<file path="config.mk">
export PLATFORM = sky130hd
export DESIGN_NAME = cfg_dma_engine
export DESIGN_NICKNAME = d
export VERILOG_FILES = /design/src/rtl/cfg_dma_pkg.sv /design/src/rtl/cfg_item_rom.sv /design/src/rtl/cfg_item_cursor.sv /design/src/rtl/cfg_host_port.sv /design/src/rtl/cfg_dma_xfer.sv /design/src/rtl/cfg_dma_engine.sv
export SDC_FILE = /design/constraint.sdc
export NUM_CORES = 1
export LEC_CHECK = 0
export BUFFER_PORTS_ARGS = -buffer_cell sky130_fd_sc_hd__buf_2
export CAP_MARGIN = 20
export CORE_MARGIN = 1
export CORE_UTILIZATION = 30
export CTS_BUF_LIST = sky130_fd_sc_hd__clkbuf_4
export DETAILED_ROUTE_END_ITERATION = 8
export GPL_TIMING_DRIVEN = 0
export MAX_ROUTING_LAYER = met4
export RECOVER_POWER = 25
export SKIP_LAST_GASP = 1
export SLEW_MARGIN = 25
export SYNTH_ARGS = -nofsm -noshare
export SYNTH_HDL_FRONTEND = slang
export SYNTH_SLANG_ARGS = --single-unit
</file>
<file path="constraint.sdc">
create_clock -name clk -period 5.95 [get_ports clk]
set_input_delay 1.19 -clock clk [delete_from_list [all_inputs] [get_ports clk]]
set_output_delay 1.19 -clock clk [all_outputs]
set_load 0.01 [all_outputs]
</file>
<file path="src/rtl/cfg_dma_pkg.sv">
package cfg_dma_pkg;
  localparam logic [4:0] RA_DATA = 5'h00;
  localparam logic [4:0] RA_SEL  = 5'h08;
  localparam logic [4:0] RA_PTR  = 5'h0A;
  localparam logic [4:0] RA_STAT = 5'h12;

  localparam logic [31:0] CTL_READ = 32'd2;
  localparam logic [31:0] CTL_ERR  = 32'd1;
  localparam logic [31:0] CTL_OK   = 32'd0;

  localparam int DESC_BYTES = 16;

  typedef enum logic [2:0] {
    X_IDLE, X_FETCH, X_FWAIT, X_DECIDE, X_MOVE, X_WBACK
  } xfer_state_t;
endpackage

</file>
<file path="src/rtl/cfg_item_rom.sv">
module cfg_item_rom #(
  parameter int N_ITEMS  = 4,
  parameter int LEN_STEP = 8,
  parameter int SEL_W    = 16,
  parameter int OFF_W    = 16
) (
  input  logic [SEL_W-1:0] sel,
  input  logic [OFF_W-1:0] off,
  output logic [OFF_W-1:0] item_len,
  output logic [7:0]       item_byte,
  output logic             in_range
);
  localparam int IDX_W = (N_ITEMS > 1) ? $clog2(N_ITEMS) : 1;

  logic [OFF_W-1:0] len_tab [N_ITEMS];

  for (genvar g = 0; g < N_ITEMS; g++) begin : g_len
    assign len_tab[g] = OFF_W'(LEN_STEP * (g + 1));
  end

  assign item_len  = (sel < SEL_W'(N_ITEMS)) ? len_tab[sel[IDX_W-1:0]] : '0;
  assign item_byte = {sel[3:0], 4'b0000} + 8'(off[7:0] * 8'd3) + 8'd1;
  assign in_range  = off < item_len;
endmodule

</file>
<file path="src/rtl/cfg_item_cursor.sv">
module cfg_item_cursor #(
  parameter int SEL_W = 16,
  parameter int OFF_W = 16
) (
  input  logic             clk,
  input  logic             rst_n,
  input  logic             load,
  input  logic [SEL_W-1:0] load_sel,
  input  logic             adv,
  output logic [SEL_W-1:0] sel,
  output logic [OFF_W-1:0] off
);
  always_ff @(posedge clk or negedge rst_n) begin
    if (!rst_n) begin
      sel <= '0;
      off <= '0;
    end else if (load) begin
      sel <= load_sel;
      off <= '0;
    end else if (adv) begin
      off <= off + OFF_W'(1);
    end
  end
endmodule

</file>
<file path="src/rtl/cfg_host_port.sv">
module cfg_host_port
  import cfg_dma_pkg::*;
#(
  parameter int SEL_W = 16
) (
  input  logic             clk,
  input  logic             rst_n,
  input  logic             host_we,
  input  logic             host_re,
  input  logic [4:0]       host_addr,
  input  logic [63:0]      host_wdata,
  input  logic             busy,
  input  logic [7:0]       cur_byte,
  input  logic             cur_valid,
  output logic             sel_load,
  output logic [SEL_W-1:0] sel_value,
  output logic             adv,
  output logic             start,
  output logic [63:0]      start_ptr,
  output logic [63:0]      host_rdata,
  output logic             host_rvalid
);
  logic        wr_ok;
  logic        data_rd;
  logic [63:0] rd_next;

  assign wr_ok     = host_we && !busy;
  assign sel_load  = wr_ok && (host_addr == RA_SEL);
  assign start     = wr_ok && (host_addr == RA_PTR);
  assign sel_value = host_wdata[SEL_W-1:0];

  // lane 0 carries the most significant pointer byte
  for (genvar g = 0; g < 8; g++) begin : g_swap
    assign start_ptr[63-8*g -: 8] = host_wdata[8*g +: 8];
  end

  assign data_rd = host_re && (host_addr == RA_DATA) && !busy && cur_valid;
  assign adv     = data_rd;

  always_comb begin
    case (host_addr)
      RA_DATA: rd_next = data_rd ? {56'b0, cur_byte} : 64'b0;
      RA_STAT: rd_next = {63'b0, busy};
      default: rd_next = 64'b0;
    endcase
  end

  always_ff @(posedge clk or negedge rst_n) begin
    if (!rst_n) begin
      host_rvalid <= 1'b0;
      host_rdata  <= '0;
    end else begin
      host_rvalid <= host_re;
      if (host_re) host_rdata <= rd_next;
    end
  end
endmodule

</file>
<file path="src/rtl/cfg_dma_xfer.sv">
module cfg_dma_xfer
  import cfg_dma_pkg::*;
#(
  parameter int OFF_W = 16
) (
  input  logic             clk,
  input  logic             rst_n,
  input  logic             start,
  input  logic [63:0]      start_ptr,
  input  logic [OFF_W-1:0] item_len,
  input  logic [OFF_W-1:0] cur_off,
  input  logic [7:0]       item_byte,
  output logic             adv,
  output logic             busy,
  output logic             mem_req_valid,
  input  logic             mem_req_ready,
  output logic             mem_req_we,
  output logic [63:0]      mem_req_addr,
  output logic [7:0]       mem_req_wdata,
  input  logic             mem_rsp_valid,
  output logic             mem_rsp_ready,
  input  logic [7:0]       mem_rsp_data
);
  localparam int IDX_W = $clog2(DESC_BYTES);
  localparam logic [IDX_W-1:0] IDX_LAST = IDX_W'(DESC_BYTES - 1);

  xfer_state_t      state;
  logic [63:0]      ptr;
  logic [IDX_W-1:0] idx;
  logic [127:0]     job;   // {target, length, control}, big-endian order
  logic [63:0]      run_addr;
  logic [31:0]      run_len;
  logic [31:0]      run_ctl;
  logic             exhausted;
  logic [63:0]      desc_addr;

  assign run_addr  = job[127:64];
  assign run_len   = job[63:32];
  assign run_ctl   = job[31:0];
  assign exhausted = cur_off >= item_len;
  assign desc_addr = ptr + {{(64-IDX_W){1'b0}}, idx};
  assign busy      = state != X_IDLE;

  always_comb begin
    mem_req_valid = 1'b0;
    mem_req_we    = 1'b0;
    mem_req_addr  = '0;
    mem_req_wdata = '0;
    mem_rsp_ready = 1'b0;
    adv           = 1'b0;
    case (state)
      X_FETCH: begin
        mem_req_valid = 1'b1;
        mem_req_addr  = desc_addr;
      end
      X_FWAIT: mem_rsp_ready = 1'b1;
      X_MOVE: begin
        if (run_len != 32'd0 && !exhausted) begin
          if (run_addr == 64'd0) begin
            adv = 1'b1;
          end else begin
            mem_req_valid = 1'b1;
            mem_req_we    = 1'b1;
            mem_req_addr  = run_addr;
            mem_req_wdata = item_byte;
            adv           = mem_req_ready;
          end
        end
      end
      X_WBACK: begin
        mem_req_valid = 1'b1;
        mem_req_we    = 1'b1;
        mem_req_addr  = desc_addr;
        mem_req_wdata = job[127:120];
      end
      default: ;
    endcase
  end

  always_ff @(posedge clk or negedge rst_n) begin
    if (!rst_n) begin
      state <= X_IDLE;
      ptr   <= '0;
      idx   <= '0;
      job   <= '0;
    end else begin
      case (state)
        X_IDLE: if (start) begin
          ptr   <= start_ptr;
          idx   <= '0;
          state <= X_FETCH;
        end
        X_FETCH: if (mem_req_ready) state <= X_FWAIT;
        X_FWAIT: if (mem_rsp_valid) begin
          job   <= {job[119:0], mem_rsp_data};
          idx   <= idx + IDX_W'(1);
          state <= (idx == IDX_LAST) ? X_DECIDE : X_FETCH;
        end
        X_DECIDE: begin
          if (run_ctl != CTL_READ) begin
            job[31:0] <= CTL_ERR;
            state     <= X_WBACK;
          end else begin
            state <= X_MOVE;
          end
        end
        X_MOVE: begin
          if (run_len == 32'd0) begin
            job[31:0] <= CTL_OK;
            state     <= X_WBACK;
          end else if (exhausted) begin
            job[31:0] <= CTL_ERR;
            state     <= X_WBACK;
          end else if (run_addr == 64'd0) begin
            job[63:32] <= run_len - 32'd1;
          end else if (mem_req_ready) begin
            job[127:64] <= run_addr + 64'd1;
            job[63:32]  <= run_len - 32'd1;
          end
        end
        X_WBACK: if (mem_req_ready) begin
          job <= {job[119:0], job[127:120]};
          idx <= idx + IDX_W'(1);
          if (idx == IDX_LAST) state <= X_IDLE;
        end
        default: state <= X_IDLE;
      endcase
    end
  end
endmodule

</file>
<file path="src/rtl/cfg_dma_engine.sv">
module cfg_dma_engine #(
  parameter int N_ITEMS  = 4,
  parameter int LEN_STEP = 8,
  parameter int SEL_W    = 16,
  parameter int OFF_W    = 16
) (
  input  logic        clk,
  input  logic        rst_n,
  input  logic        host_we,
  input  logic        host_re,
  input  logic [4:0]  host_addr,
  input  logic [63:0] host_wdata,
  output logic [63:0] host_rdata,
  output logic        host_rvalid,
  output logic        mem_req_valid,
  input  logic        mem_req_ready,
  output logic        mem_req_we,
  output logic [63:0] mem_req_addr,
  output logic [7:0]  mem_req_wdata,
  input  logic        mem_rsp_valid,
  output logic        mem_rsp_ready,
  input  logic [7:0]  mem_rsp_data
);
  logic [SEL_W-1:0] cur_sel;
  logic [OFF_W-1:0] cur_off;
  logic [OFF_W-1:0] item_len;
  logic [7:0]       item_byte;
  logic             cur_valid;
  logic             sel_load;
  logic [SEL_W-1:0] sel_value;
  logic             host_adv;
  logic             dma_adv;
  logic             start;
  logic [63:0]      start_ptr;
  logic             busy;

  cfg_item_rom #(
    .N_ITEMS(N_ITEMS), .LEN_STEP(LEN_STEP), .SEL_W(SEL_W), .OFF_W(OFF_W)
  ) u_rom (
    .sel(cur_sel), .off(cur_off), .item_len(item_len),
    .item_byte(item_byte), .in_range(cur_valid)
  );

  cfg_item_cursor #(.SEL_W(SEL_W), .OFF_W(OFF_W)) u_cursor (
    .clk(clk), .rst_n(rst_n), .load(sel_load), .load_sel(sel_value),
    .adv(host_adv | dma_adv), .sel(cur_sel), .off(cur_off)
  );

  cfg_host_port #(.SEL_W(SEL_W)) u_host (
    .clk(clk), .rst_n(rst_n), .host_we(host_we), .host_re(host_re),
    .host_addr(host_addr), .host_wdata(host_wdata), .busy(busy),
    .cur_byte(item_byte), .cur_valid(cur_valid), .sel_load(sel_load),
    .sel_value(sel_value), .adv(host_adv), .start(start),
    .start_ptr(start_ptr), .host_rdata(host_rdata), .host_rvalid(host_rvalid)
  );

  cfg_dma_xfer #(.OFF_W(OFF_W)) u_xfer (
    .clk(clk), .rst_n(rst_n), .start(start), .start_ptr(start_ptr),
    .item_len(item_len), .cur_off(cur_off), .item_byte(item_byte),
    .adv(dma_adv), .busy(busy), .mem_req_valid(mem_req_valid),
    .mem_req_ready(mem_req_ready), .mem_req_we(mem_req_we),
    .mem_req_addr(mem_req_addr), .mem_req_wdata(mem_req_wdata),
    .mem_rsp_valid(mem_rsp_valid), .mem_rsp_ready(mem_rsp_ready),
    .mem_rsp_data(mem_rsp_data)
  );
endmodule

</file>
==> results.toml <==
[timing]
slew_viol_final = 81
finalSetupTns_ns = 0
final.setup_skew_ns = 0.0505
post-route-period-util_pct = 97.0
setup_repair_after_global_routing_missed_its_margin = "no"
setup_viol_count_final = 0
timing.fmax_mhz = 173
final_hold_viol_count = 0
tightestPinTransition_ns = 4.72
fin_worst_hold_slack_ns = 0.478
timing.slew.headroom_pct = -215
period_needed_ns = 5.77
layout_setup_ws_ns = 0.178

[power]
power_density_nw_per_um2 = 520
power.leakage_nw = 7.92
vdd_ir_drop_max_v = 0.000231

[drt]
route.final.wire_length_um = 64600
drt_iter0_markers = 1731
ant_nets = 0
avgRoutedWirePerCell_um = 22.2
detail_route.first_pass.iterations = 6
post-route-drc-count = 0
viasPerCell = 5.61
routed-via-count = 16300

[critical_path]
worst_setup_ep = "mem_req_addr[0]"
worstSetupPathType = "flip-flop to primary output"
rr_endpoint = "u_xfer.job[89]$_DFFE_PN0P_"
cpMaxStageDelayCell = "sky130_fd_sc_hd__nor4_2"
worstReg2RegStart = "u_cursor.sel[14]$_DFFE_PN0P_"
critical_path_peak_fanout = 10
crit_start = "u_xfer.job[76]$_DFFE_PN0P_"
critical_path.endpoint_type = "primary output"
worst_path_largest_cell_delay_ns = 0.74
timing.critical_path.max_delay_family = "simple AND/OR/NAND/NOR gates"
cp-start-kind = "flip-flop"
cp.arrival_ns = 4.58
register_to_register_path_depth = 11
critical_path.cell_chain = "clkbuf_1, nor4_1, nand4_1, nor4_2, nand2b_1, clkbuf_1, buf_2, o21ai_0, buf_2"
path_buf_inv = 4
worst_ep_required_time_ns = 4.76
cp.depth = 9
setup.reg_to_reg.worst_slack_ns = 1.47

[synth]
synth_enable_flop_cells = 0
synth_cell_type_count = 76
synthesis.area_per_instance_um2 = 8.30
top_post_synthesis_cells_by_area = "sky130_fd_sc_hd__dfrtp_1, sky130_fd_sc_hd__nand2_1, sky130_fd_sc_hd__mux2_2, sky130_fd_sc_hd__o21ai_0, sky130_fd_sc_hd__a21oi_1"
synthesis.area_um2 = 15600
synth_area_leader_cell = "sky130_fd_sc_hd__dfrtp_1"
synth_ff_type = "sky130_fd_sc_hd__dfrtp_1"
ys_async_sr_fraction_pct = 100
synth_seq_cells = 240
syn_inst = 1879
synth_top_area_share_pct = 38.5
yosys_warnings = 0
synth_seq_area_share_pct = 38.5

[floorplanning]
initial_core_util_pct = 30.4
die_ar_um2 = 52900
die_height_um = 230
die-width_um = 230
boundaryPins = 223
rows = 83
core_area_um2 = 51300

[finish]
final_layout_size_suffix_gt1_share_pct = 20.3
n_fill_cell = 5433
area_added_between_synthesis_and_finish_pct = 18.7
multi_input_gate_area_in_the_final_layout_um2 = 8730
combined_flip_flop_and_latch_cell_area_um2 = 6010
num-nets-final = 2297

[placement]
preCtsSetupSlack_ns = 0.353
placement.io_buffers = 166
place_congestion = 0.960
place_hpwl_um = 47400

[clock_tree]
clock-root-buffer = "sky130_fd_sc_hd__clkbuf_4"
numCtsBuffers = 74
clock_insertion_delay_worst_skew_ns = 0.79
cts_tree = "built"
clock_tree.buffer_depth = 3
tritoncts_num_sinks = 240
hold_buffers = 0
htree_num_levels = 3
path_clk_slew_ns = 0.07

[outcome]
violations = "capacitance limit, slew limit"
run_status = "finished, violations left"

[worst_hold_path]
hold_removal_path_class = "flip-flop to flip-flop"

[grt]
wire_length_of_the_first_global_routing_pass_um = 98200
number_of_global_route_vias_before_repair = 15900
grt_use_total_pct = 25.0
overflow_left_after_global_routing = 0
initial_antenna_violation_count = 1
grt_start_max_net_pins = 82

[flow_run]
max-cap-violations = 1
==> sequential cells by signal (all words and copies together) (netlist names) <==
| register | cells |
|---|---|
| u_xfer.idx | 4 |
| u_host.host_rvalid | 1 |
| u_cursor.sel | 16 |
| u_xfer.ptr | 64 |
| u_xfer.state | 3 |
| u_xfer.job | 128 |
| u_host.host_rdata | 8 |
| u_cursor.off | 16 |
==> synth_stat cells, types with 36 or more instances <==
| library cell | number |
|---|---|
| sky130_fd_sc_hd__mux2_2 | 61 |
| sky130_fd_sc_hd__dfrtp_1 | 240 |
| sky130_fd_sc_hd__nor2_1 | 116 |
| sky130_fd_sc_hd__nand2_1 | 286 |
| sky130_fd_sc_hd__nor4_1 | 58 |
| sky130_fd_sc_hd__buf_4 | 58 |
| sky130_fd_sc_hd__a21oi_1 | 134 |
| sky130_fd_sc_hd__o21ai_0 | 136 |
| sky130_fd_sc_hd__nand3_1 | 63 |
| sky130_fd_sc_hd__and3_1 | 36 |
| sky130_fd_sc_hd__xnor2_1 | 49 |
| sky130_fd_sc_hd__o21ai_1 | 40 |
| sky130_fd_sc_hd__clkbuf_1 | 99 |
| sky130_fd_sc_hd__nand4_1 | 56 |
| sky130_fd_sc_hd__nor3_1 | 46 |
| sky130_fd_sc_hd__inv_1 | 41 |
==> per-layer routing <==
metal	global-route usage (%)	wire, µm	vias to the layer above
li1	-	-	7303
met1	33.0	27100	7895
met2	37.5	29300	969
met3	4.45	5890	171
met4	10.5	2300	0
met5	-	0	-
==> worst register-to-register path: stages, from the launching register on <==
cell,delay [ns]
sky130_fd_sc_hd__dfrtp_1,0.39
sky130_fd_sc_hd__or4_1,0.56
sky130_fd_sc_hd__nor4_4,0.29
sky130_fd_sc_hd__nand2_1,0.10
sky130_fd_sc_hd__ha_1,0.32
sky130_fd_sc_hd__and4b_1,0.20
sky130_fd_sc_hd__a31oi_1,0.20
sky130_fd_sc_hd__and3_2,0.29
sky130_fd_sc_hd__a21oi_2,0.12
sky130_fd_sc_hd__a211oi_1,0.78
sky130_fd_sc_hd__clkbuf_1,0.78
sky130_fd_sc_hd__a21oi_1,0.24
==> placed cells by master (no fill, tap or decap), types with 7 or more instances in the layout <==
| master | synthesis | routed |
|---|---|---|
| sky130_fd_sc_hd__inv_1 | 41 | 41 |
| sky130_fd_sc_hd__clkbuf_4 | 0 | 100 |
| sky130_fd_sc_hd__clkbuf_1 | 99 | 99 |
| sky130_fd_sc_hd__a21oi_1 | 134 | 134 |
| sky130_fd_sc_hd__ha_1 | 30 | 30 |
| sky130_fd_sc_hd__nor4b_1 | 7 | 7 |
| sky130_fd_sc_hd__o22ai_1 | 33 | 33 |
| sky130_fd_sc_hd__conb_1 | 1 | 56 |
| sky130_fd_sc_hd__a31oi_1 | 21 | 21 |
| sky130_fd_sc_hd__and2_1 | 20 | 20 |
| sky130_fd_sc_hd__clkinv_1 | 0 | 16 |
| sky130_fd_sc_hd__o21ai_1 | 40 | 40 |
| sky130_fd_sc_hd__and4_1 | 12 | 12 |
| sky130_fd_sc_hd__or3_1 | 15 | 15 |
| sky130_fd_sc_hd__o32ai_1 | 10 | 10 |
| sky130_fd_sc_hd__a21boi_0 | 7 | 7 |
| sky130_fd_sc_hd__o22a_1 | 13 | 13 |
| sky130_fd_sc_hd__o21ai_0 | 136 | 135 |
| sky130_fd_sc_hd__nor2_1 | 116 | 116 |
| sky130_fd_sc_hd__nand2_1 | 286 | 286 |
| sky130_fd_sc_hd__o2bb2ai_1 | 7 | 7 |
| sky130_fd_sc_hd__a21o_1 | 7 | 7 |
| sky130_fd_sc_hd__xor2_1 | 28 | 28 |
| sky130_fd_sc_hd__nand4_1 | 56 | 56 |
| sky130_fd_sc_hd__nand3_1 | 63 | 63 |
| sky130_fd_sc_hd__nor3_1 | 46 | 46 |
| sky130_fd_sc_hd__nand2b_1 | 7 | 7 |
| sky130_fd_sc_hd__buf_2 | 16 | 176 |
| sky130_fd_sc_hd__buf_4 | 58 | 60 |
| sky130_fd_sc_hd__dfrtp_1 | 240 | 240 |
| sky130_fd_sc_hd__and3_1 | 36 | 35 |
| sky130_fd_sc_hd__xnor2_1 | 49 | 49 |
| sky130_fd_sc_hd__mux2_2 | 61 | 61 |
| sky130_fd_sc_hd__o31ai_1 | 11 | 11 |
| sky130_fd_sc_hd__a2bb2oi_1 | 16 | 16 |
| sky130_fd_sc_hd__nor4_1 | 58 | 54 |
==> metrics by stage <==
stage	util, %	total power, W	area (µm²)	std cells
6_report	36.1	0.00963	18500	2911
3_5_place_dp	34.3	0.00783	17600	2783
5_1_grt	36.1	0.0102	18500	2910
3_3_place_gp	34.1	0.00777	17500	2780
4_1_cts	36.0	0.00948	18500	2909
2_1_floorplan	-	0.00583	15800	1934
==> layout make-up <==
cell class	instances	area share (%)
Multi-Input combinational cell	1470	47.2
Sequential cell	240	32.5
Buffer	183	5.25
Timing Repair Buffer	169	4.82
Tap cell	680	4.60
Clock buffer	98	3.98
Inverter	41	0.832
Clock inverter	28	0.825
Antenna cell	2	0.0271
==> timing repair <==
item | in CTS | in global routing
endpoints found under the hold margin | 0 | 0
setup endpoints to repair | 62 | 41
setup buffers | 0 | 0
pin swaps | 0 | 0
gates resized for setup | 6 | 8
==> how the worst min path moves through the flow <==
| stage | cells past startpoint | to | from |
|---|---|---|---|
| after floorplan | 2 | u_cursor.sel[13]$_DFFE_PN0P_ | u_cursor.sel[13]$_DFFE_PN0P_ |
| after global placement | 2 | u_cursor.sel[13]$_DFFE_PN0P_ | u_cursor.sel[13]$_DFFE_PN0P_ |
| after detailed placement | 2 | u_cursor.sel[12]$_DFFE_PN0P_ | u_cursor.sel[12]$_DFFE_PN0P_ |
| after CTS | 1 | u_xfer.ptr[22]$_DFFE_PN0P_ | rst_n |
| after global routing | 1 | u_host.host_rvalid$_DFF_PN0_ | host_re |
| final | 2 | u_cursor.sel[13]$_DFFE_PN0P_ | u_cursor.sel[13]$_DFFE_PN0P_ |
==> cells by family (layout without fill, tap and decap cells) <==
group / after synthesis / count (layout) / share of synthesized area, %
fa+ha+maj: 35 / 35 / 3.05
buf+inv: 224 / 519 / 7.11
flops: 240 / 240 / 38.5
other cells: 1 / 58 / 0.0241
compound gates: 483 / 483 / 18.7
xor+xnor: 77 / 77 / 4.33
simple gates: 756 / 756 / 23.8
mux: 63 / 63 / 4.53
==> power by group <==
part | internal, W | switching, W | total [W]
sequential | 0.00221 | 0.000810 | 0.00302
combinational | 0.00164 | 0.00335 | 0.00499
clock | 0.000814 | 0.000799 | 0.00161
(Power assumes the default switching activity.)
